--- config.mk ---
export PLATFORM = sky130hd
export DESIGN_NAME = irq_gather
export DESIGN_NICKNAME = d
export VERILOG_FILES = /design/src/rtl/irqg_pkg.sv /design/src/rtl/irqg_edge.sv /design/src/rtl/irqg_regs.sv /design/src/rtl/irqg_prio.sv /design/src/rtl/irq_gather.sv
export SDC_FILE = /design/constraint.sdc
export NUM_CORES = 1
export LEC_CHECK = 0
export ABC_CLOCK_PERIOD_IN_PS = 2400
export BUFFER_PORTS_ARGS = -buffer_cell sky130_fd_sc_hd__buf_2
export CAP_MARGIN = 20
export CORE_ASPECT_RATIO = 0.9
export CORE_MARGIN = 2
export CORE_UTILIZATION = 35
export CTS_BUF_LIST = sky130_fd_sc_hd__clkbuf_4 sky130_fd_sc_hd__clkbuf_8
export CTS_CLUSTER_SIZE = 16
export DETAILED_ROUTE_END_ITERATION = 8
export PLACE_DENSITY = 0.65
export SYNTH_ARGS = -nofsm -noshare
export SYNTH_HDL_FRONTEND = slang
export SYNTH_SLANG_ARGS = --single-unit
export TNS_END_PERCENT = 5
--- constraint.sdc ---
create_clock -name clk_i -period 2.4 [get_ports clk_i]
set_input_delay 0.12 -clock clk_i [delete_from_list [all_inputs] [get_ports clk_i]]
set_output_delay 0.12 -clock clk_i [all_outputs]
set_load 0.02 [all_outputs]
--- src/rtl/irqg_pkg.sv ---
package irqg_pkg;

    localparam int BUS_ADDR_W = 2;

    typedef enum logic [BUS_ADDR_W-1:0] {
        SEL_STATUS = 2'd0,
        SEL_EN_SET = 2'd1,
        SEL_EN_CLR = 2'd2,
        SEL_PEND   = 2'd3
    } reg_sel_e;

endpackage

--- src/rtl/irqg_edge.sv ---
// Per-line synchroniser chain followed by a rising-edge detector.
module irqg_edge #(
    parameter int N_LINES = 16,
    parameter int STAGES  = 2
) (
    input  logic               clk_i,
    input  logic               rst_ni,
    input  logic [N_LINES-1:0] src_i,
    output logic [N_LINES-1:0] rise_o
);

    typedef struct packed {
        logic [STAGES-1:0][N_LINES-1:0] chain;
        logic [N_LINES-1:0]             last;
    } sync_t;

    sync_t sync_d, sync_q;

    always_comb begin
        sync_d          = sync_q;
        sync_d.chain[0] = src_i;
        for (int i = 1; i < STAGES; i++) begin
            sync_d.chain[i] = sync_q.chain[i-1];
        end
        sync_d.last = sync_q.chain[STAGES-1];
    end

    always_ff @(posedge clk_i or negedge rst_ni) begin
        if (!rst_ni) begin
            sync_q <= '0;
        end else begin
            sync_q <= sync_d;
        end
    end

    assign rise_o = sync_q.chain[STAGES-1] & ~sync_q.last;

endmodule

--- src/rtl/irqg_regs.sv ---
// Status and enable registers with set/clear views and a read mux.
module irqg_regs
    import irqg_pkg::*;
#(
    parameter int N_LINES = 16
) (
    input  logic                  clk_i,
    input  logic                  rst_ni,
    input  logic                  we_i,
    input  logic [BUS_ADDR_W-1:0] addr_i,
    input  logic [N_LINES-1:0]    wdata_i,
    input  logic [N_LINES-1:0]    rise_i,
    output logic [N_LINES-1:0]    status_o,
    output logic [N_LINES-1:0]    mask_o,
    output logic [N_LINES-1:0]    rdata_o
);

    typedef struct packed {
        logic [N_LINES-1:0] status;
        logic [N_LINES-1:0] mask;
    } regs_t;

    regs_t regs_d, regs_q;
    logic [N_LINES-1:0] wipe;

    always_comb begin
        regs_d = regs_q;
        wipe   = '0;
        if (we_i) begin
            unique case (reg_sel_e'(addr_i))
                SEL_STATUS: wipe        = wdata_i;
                SEL_EN_SET: regs_d.mask = regs_q.mask | wdata_i;
                SEL_EN_CLR: regs_d.mask = regs_q.mask & ~wdata_i;
                SEL_PEND:   ;
                default:    ;
            endcase
        end
        // a fresh edge outranks a clearing write on the same bit
        regs_d.status = (regs_q.status & ~wipe) | rise_i;
    end

    always_ff @(posedge clk_i or negedge rst_ni) begin
        if (!rst_ni) begin
            regs_q <= '0;
        end else begin
            regs_q <= regs_d;
        end
    end

    always_comb begin
        unique case (reg_sel_e'(addr_i))
            SEL_STATUS: rdata_o = regs_q.status;
            SEL_EN_SET: rdata_o = regs_q.mask;
            SEL_EN_CLR: rdata_o = regs_q.mask;
            SEL_PEND:   rdata_o = regs_q.status & regs_q.mask;
            default:    rdata_o = '0;
        endcase
    end

    assign status_o = regs_q.status;
    assign mask_o   = regs_q.mask;

endmodule

--- src/rtl/irqg_prio.sv ---
// Lowest-index-first encoder over the pending vector.
module irqg_prio #(
    parameter int N_LINES = 16,
    localparam int IDX_W  = $clog2(N_LINES)
) (
    input  logic [N_LINES-1:0] pend_i,
    output logic               any_o,
    output logic [IDX_W-1:0]   idx_o
);

    always_comb begin
        any_o = |pend_i;
        idx_o = '0;
        for (int i = N_LINES - 1; i >= 0; i--) begin
            if (pend_i[i]) begin
                idx_o = IDX_W'(i);
            end
        end
    end

endmodule

--- src/rtl/irq_gather.sv ---
module irq_gather
    import irqg_pkg::*;
#(
    parameter int N_LINES     = 16,
    parameter int SYNC_STAGES = 2,
    localparam int IDX_W      = $clog2(N_LINES)
) (
    input  logic                  clk_i,
    input  logic                  rst_ni,
    input  logic [N_LINES-1:0]    src_i,
    input  logic                  bus_we_i,
    input  logic [BUS_ADDR_W-1:0] bus_addr_i,
    input  logic [N_LINES-1:0]    bus_wdata_i,
    output logic [N_LINES-1:0]    bus_rdata_o,
    output logic                  irq_o,
    output logic                  pend_valid_o,
    output logic [IDX_W-1:0]      pend_idx_o
);

    logic [N_LINES-1:0] rise_w;
    logic [N_LINES-1:0] status_w;
    logic [N_LINES-1:0] mask_w;
    logic [N_LINES-1:0] pend_w;
    logic               any_w;

    irqg_edge #(
        .N_LINES (N_LINES),
        .STAGES  (SYNC_STAGES)
    ) u_edge (
        .clk_i   (clk_i),
        .rst_ni  (rst_ni),
        .src_i   (src_i),
        .rise_o  (rise_w)
    );

    irqg_regs #(
        .N_LINES (N_LINES)
    ) u_regs (
        .clk_i    (clk_i),
        .rst_ni   (rst_ni),
        .we_i     (bus_we_i),
        .addr_i   (bus_addr_i),
        .wdata_i  (bus_wdata_i),
        .rise_i   (rise_w),
        .status_o (status_w),
        .mask_o   (mask_w),
        .rdata_o  (bus_rdata_o)
    );

    assign pend_w = status_w & mask_w;

    irqg_prio #(
        .N_LINES (N_LINES)
    ) u_prio (
        .pend_i  (pend_w),
        .any_o   (any_w),
        .idx_o   (pend_idx_o)
    );

    assign irq_o        = any_w;
    assign pend_valid_o = any_w;

endmodule

==> out/results.tsv <==
stage	metric	value	unit
synth	async_flop_share	100	%
layout	layout_commonest_cell	nand2_1	
clock_network	path_clk_slew	80	ps
synth	ys_warn_count	0	
clock_network	ctsHtreeMaxLevel	3	
worst_hold_path	min_path_type	in2reg	
sta	fin_skew	2.96	ps
placed_design	gp_congestion	0.853	
global_route	grt_use_total	15.0	%
power	power_leakage	1.96	nW
power	internal-power	2.25	mW
global_route	grt_first_pass_wirelength	10700	microns
sta	post-route-period-util	83.7	%
clock_network	cts_buffer_depth	2	
floorplanning	ioPinCount	59	
global_route	overflow	0	
clock_network	cts_made_buffers	9	
layout	nNetsFinal	412	
synth	ys_seq_area_share	64.7	%
synth	syn_inst	293	
sta	fin_crit	2010	ps
sta	timing.setup.tns	0	ps
placed_design	portBuffers	58	
clock_network	cts.sink_count	80	
power	power.total	3.18	mW
worst_setup_path	critical_path_class	reg2out	
global_route	grt_max_degree	81	
routing	drt_iter0_markers	106	
synth	synth-main-ff-cell	dfrtp_1	
worst_setup_path	crit_slowest_cell	dfrtp_1	
worst_setup_path	end_kind	output pin	
synth	synth_area_per_cell	10.6	sq um
sta	slew_violations	0	
synth	synth_cell_types	24	
synth	synth_edf_count	0	
worst_setup_path	cpPeakStageDelay	450	ps
layout	syn2layout_area_growth	26.1	%
power	p_seq_share	50.2	%
clock_network	cts-root-buf	clkbuf_8	
clock_network	clkLatencyLatePin	350	ps
routing	dr.pass1.iters	4	
sta	tightest_slew	697	ps
routing	vias	2312	
floorplanning	fp.dieH	93.2	microns
outcome	outcome	completed	
power	combPwrFrac	18.3	%
layout	antenna_cells	0	
sta	setup_viol	0	
synth	synth-seq-cells	80	
routing	viasPerCell	4.67	
placed_design	post-dp-hpwl	4570	microns
layout	final_area	0.00390	sq mm
placed_design	placed_cell_area	0.00350	sq mm
global_route	grt_pass1_vias	2158	
worst_setup_path	cp.arrival	1890	ps
power	powerDensity	815	mW/mm^2
sta	fmax	0.498	GHz
power	ir_worst_vdd	350	uV
flow_run	drv_cap	0	
floorplanning	start_util	36.1	%
layout	final_layout_size_suffix_gt1_share	20.5	%
power	p_sw_share	29.1	%
floorplanning	fp.coreArea	0.00857	sq mm
worst_setup_path	start_kind	flop	
worst_setup_path	reg2reg_setup_slack	1660	ps
power	netSwitchingPower	0.925	mW
layout	n_fill_cell	852	
worst_setup_path	path_cells	a22o_1, a31oi_1, o31ai_1, a222oi_1, buf_2	
routing	wire_per_inst	13.2	microns
clock_network	cts_tree	yes	
power	power_frac_clock	31.5	%
routing	wirelength	6520	microns
floorplanning	die_x	103	microns
worst_setup_path	critPathRequiredTime	2280	ps
sta	relSlewSlack	53.5	%
sta	hold_violations	0	
synth	netlist_area	0.00309	sq mm
routing	ant_nets	0	
worst_setup_path	cp_max_fo	5	
layout	layout_common_cells	nand2_1 (95), dfrtp_1 (80), buf_2 (57)	
sta	whs	32.2	ps
synth	syn-num-nets	334	
global_route	antenna_found_initial	0	
floorplanning	dieArea	0.00961	sq mm
sta	rsz0062_at_grt	false	
routing	drcViolationCount	0	
floorplanning	rows	32	
cell usage after synthesis (all sizes together), types with 4 or more instances:
cell    count  share of area, %
dfrtp      80                65
nand2      95                12
clkbuf      5              0.65
o21ai      33               5.3
buf         6               1.1
inv        18               2.2
a22o       21               5.9
ha          4               1.6
a21o        6               1.5
routing by layer:
metal	wire length [microns]	track usage (%)	part of all wire (%)
met5	0	0	0
met4	104	4.71	1.6
met3	401	5.98	6.2
met2	2960	21.8	45
met1	3050	20.5	47
power groups by stage:
stage / logic (mW) / clock network [mW] / registers [mW]
final: 0.581 / 1.00 / 1.59
after global routing: 0.651 / 1.09 / 1.61
after CTS: 0.584 / 1.03 / 1.59
after detailed placement: 0.561 / 0 / 1.62
after global placement: 0.553 / 0 / 1.62
after floorplan: 0.377 / 0 / 1.58
through the flow:
step | std cells | setup WS (ps) | utilization (%)
after detailed placement | 461 | 686 | 40.8
after global placement | 461 | 757 | 40.8
after global routing | 495 | 232 | 45.5
final | 495 | 392 | 45.5
after floorplan | 293 | 792 | -
after CTS | 494 | 357 | 45.2
layout make-up:
class                   count  area [sq um]  area share [%]
flip-flops and latches     80          2000            51.3
multi-input cells         184           971            24.9
repair buffers             78           505            13.0
clock buffers              11           151            3.88
well taps                 119           149            3.82
inverters                  18          67.6            1.73
clock inverters             5          55.1            1.41
worst paths after layout:
check | start | endpoint | depth (start not counted)
hold / removal | bus_wdata_i[3] | flop | 3
setup / recovery | u_regs.status_o[8] | pend_idx_o[1] | 5
max in group asynchronous | rst_ni | u_regs.status_o[15] | 3
hold reg to reg | u_edge.sync_d[38] | u_edge.sync_d[6] | 0
min in group asynchronous | rst_ni | u_edge.sync_d[37] | 2
setup reg to reg | flop | flop | 2
worst max-delay path, delay by kind of cell (launching register included):
family,cells,cell delay [ps]
flops,1,450
compound gates,4,860
buf+inv,1,230
kinds of logic (layout without fill, tap and decap cells):
logic type / after synthesis / count (layout) / share of synthesized area (%)
AND/OR/NAND/NOR: 108 / 108 / 13.8
flip-flops: 80 / 80 / 64.7
AO/OA/AOI/OAI: 72 / 72 / 16.0
buffers and inverters: 29 / 112 / 3.88
adder cells (fa/ha/maj): 4 / 4 / 1.62
timing repair:
item / 4_1_cts / 5_1_grt
buffers inserted: 0 / 0
hold endpoints to repair: 96 / 0
resized for setup: 0 / 0
setup endpoints to repair: 0 / 0
hold buffers: 17 / 0
Power figures use the tool's default switching activity.
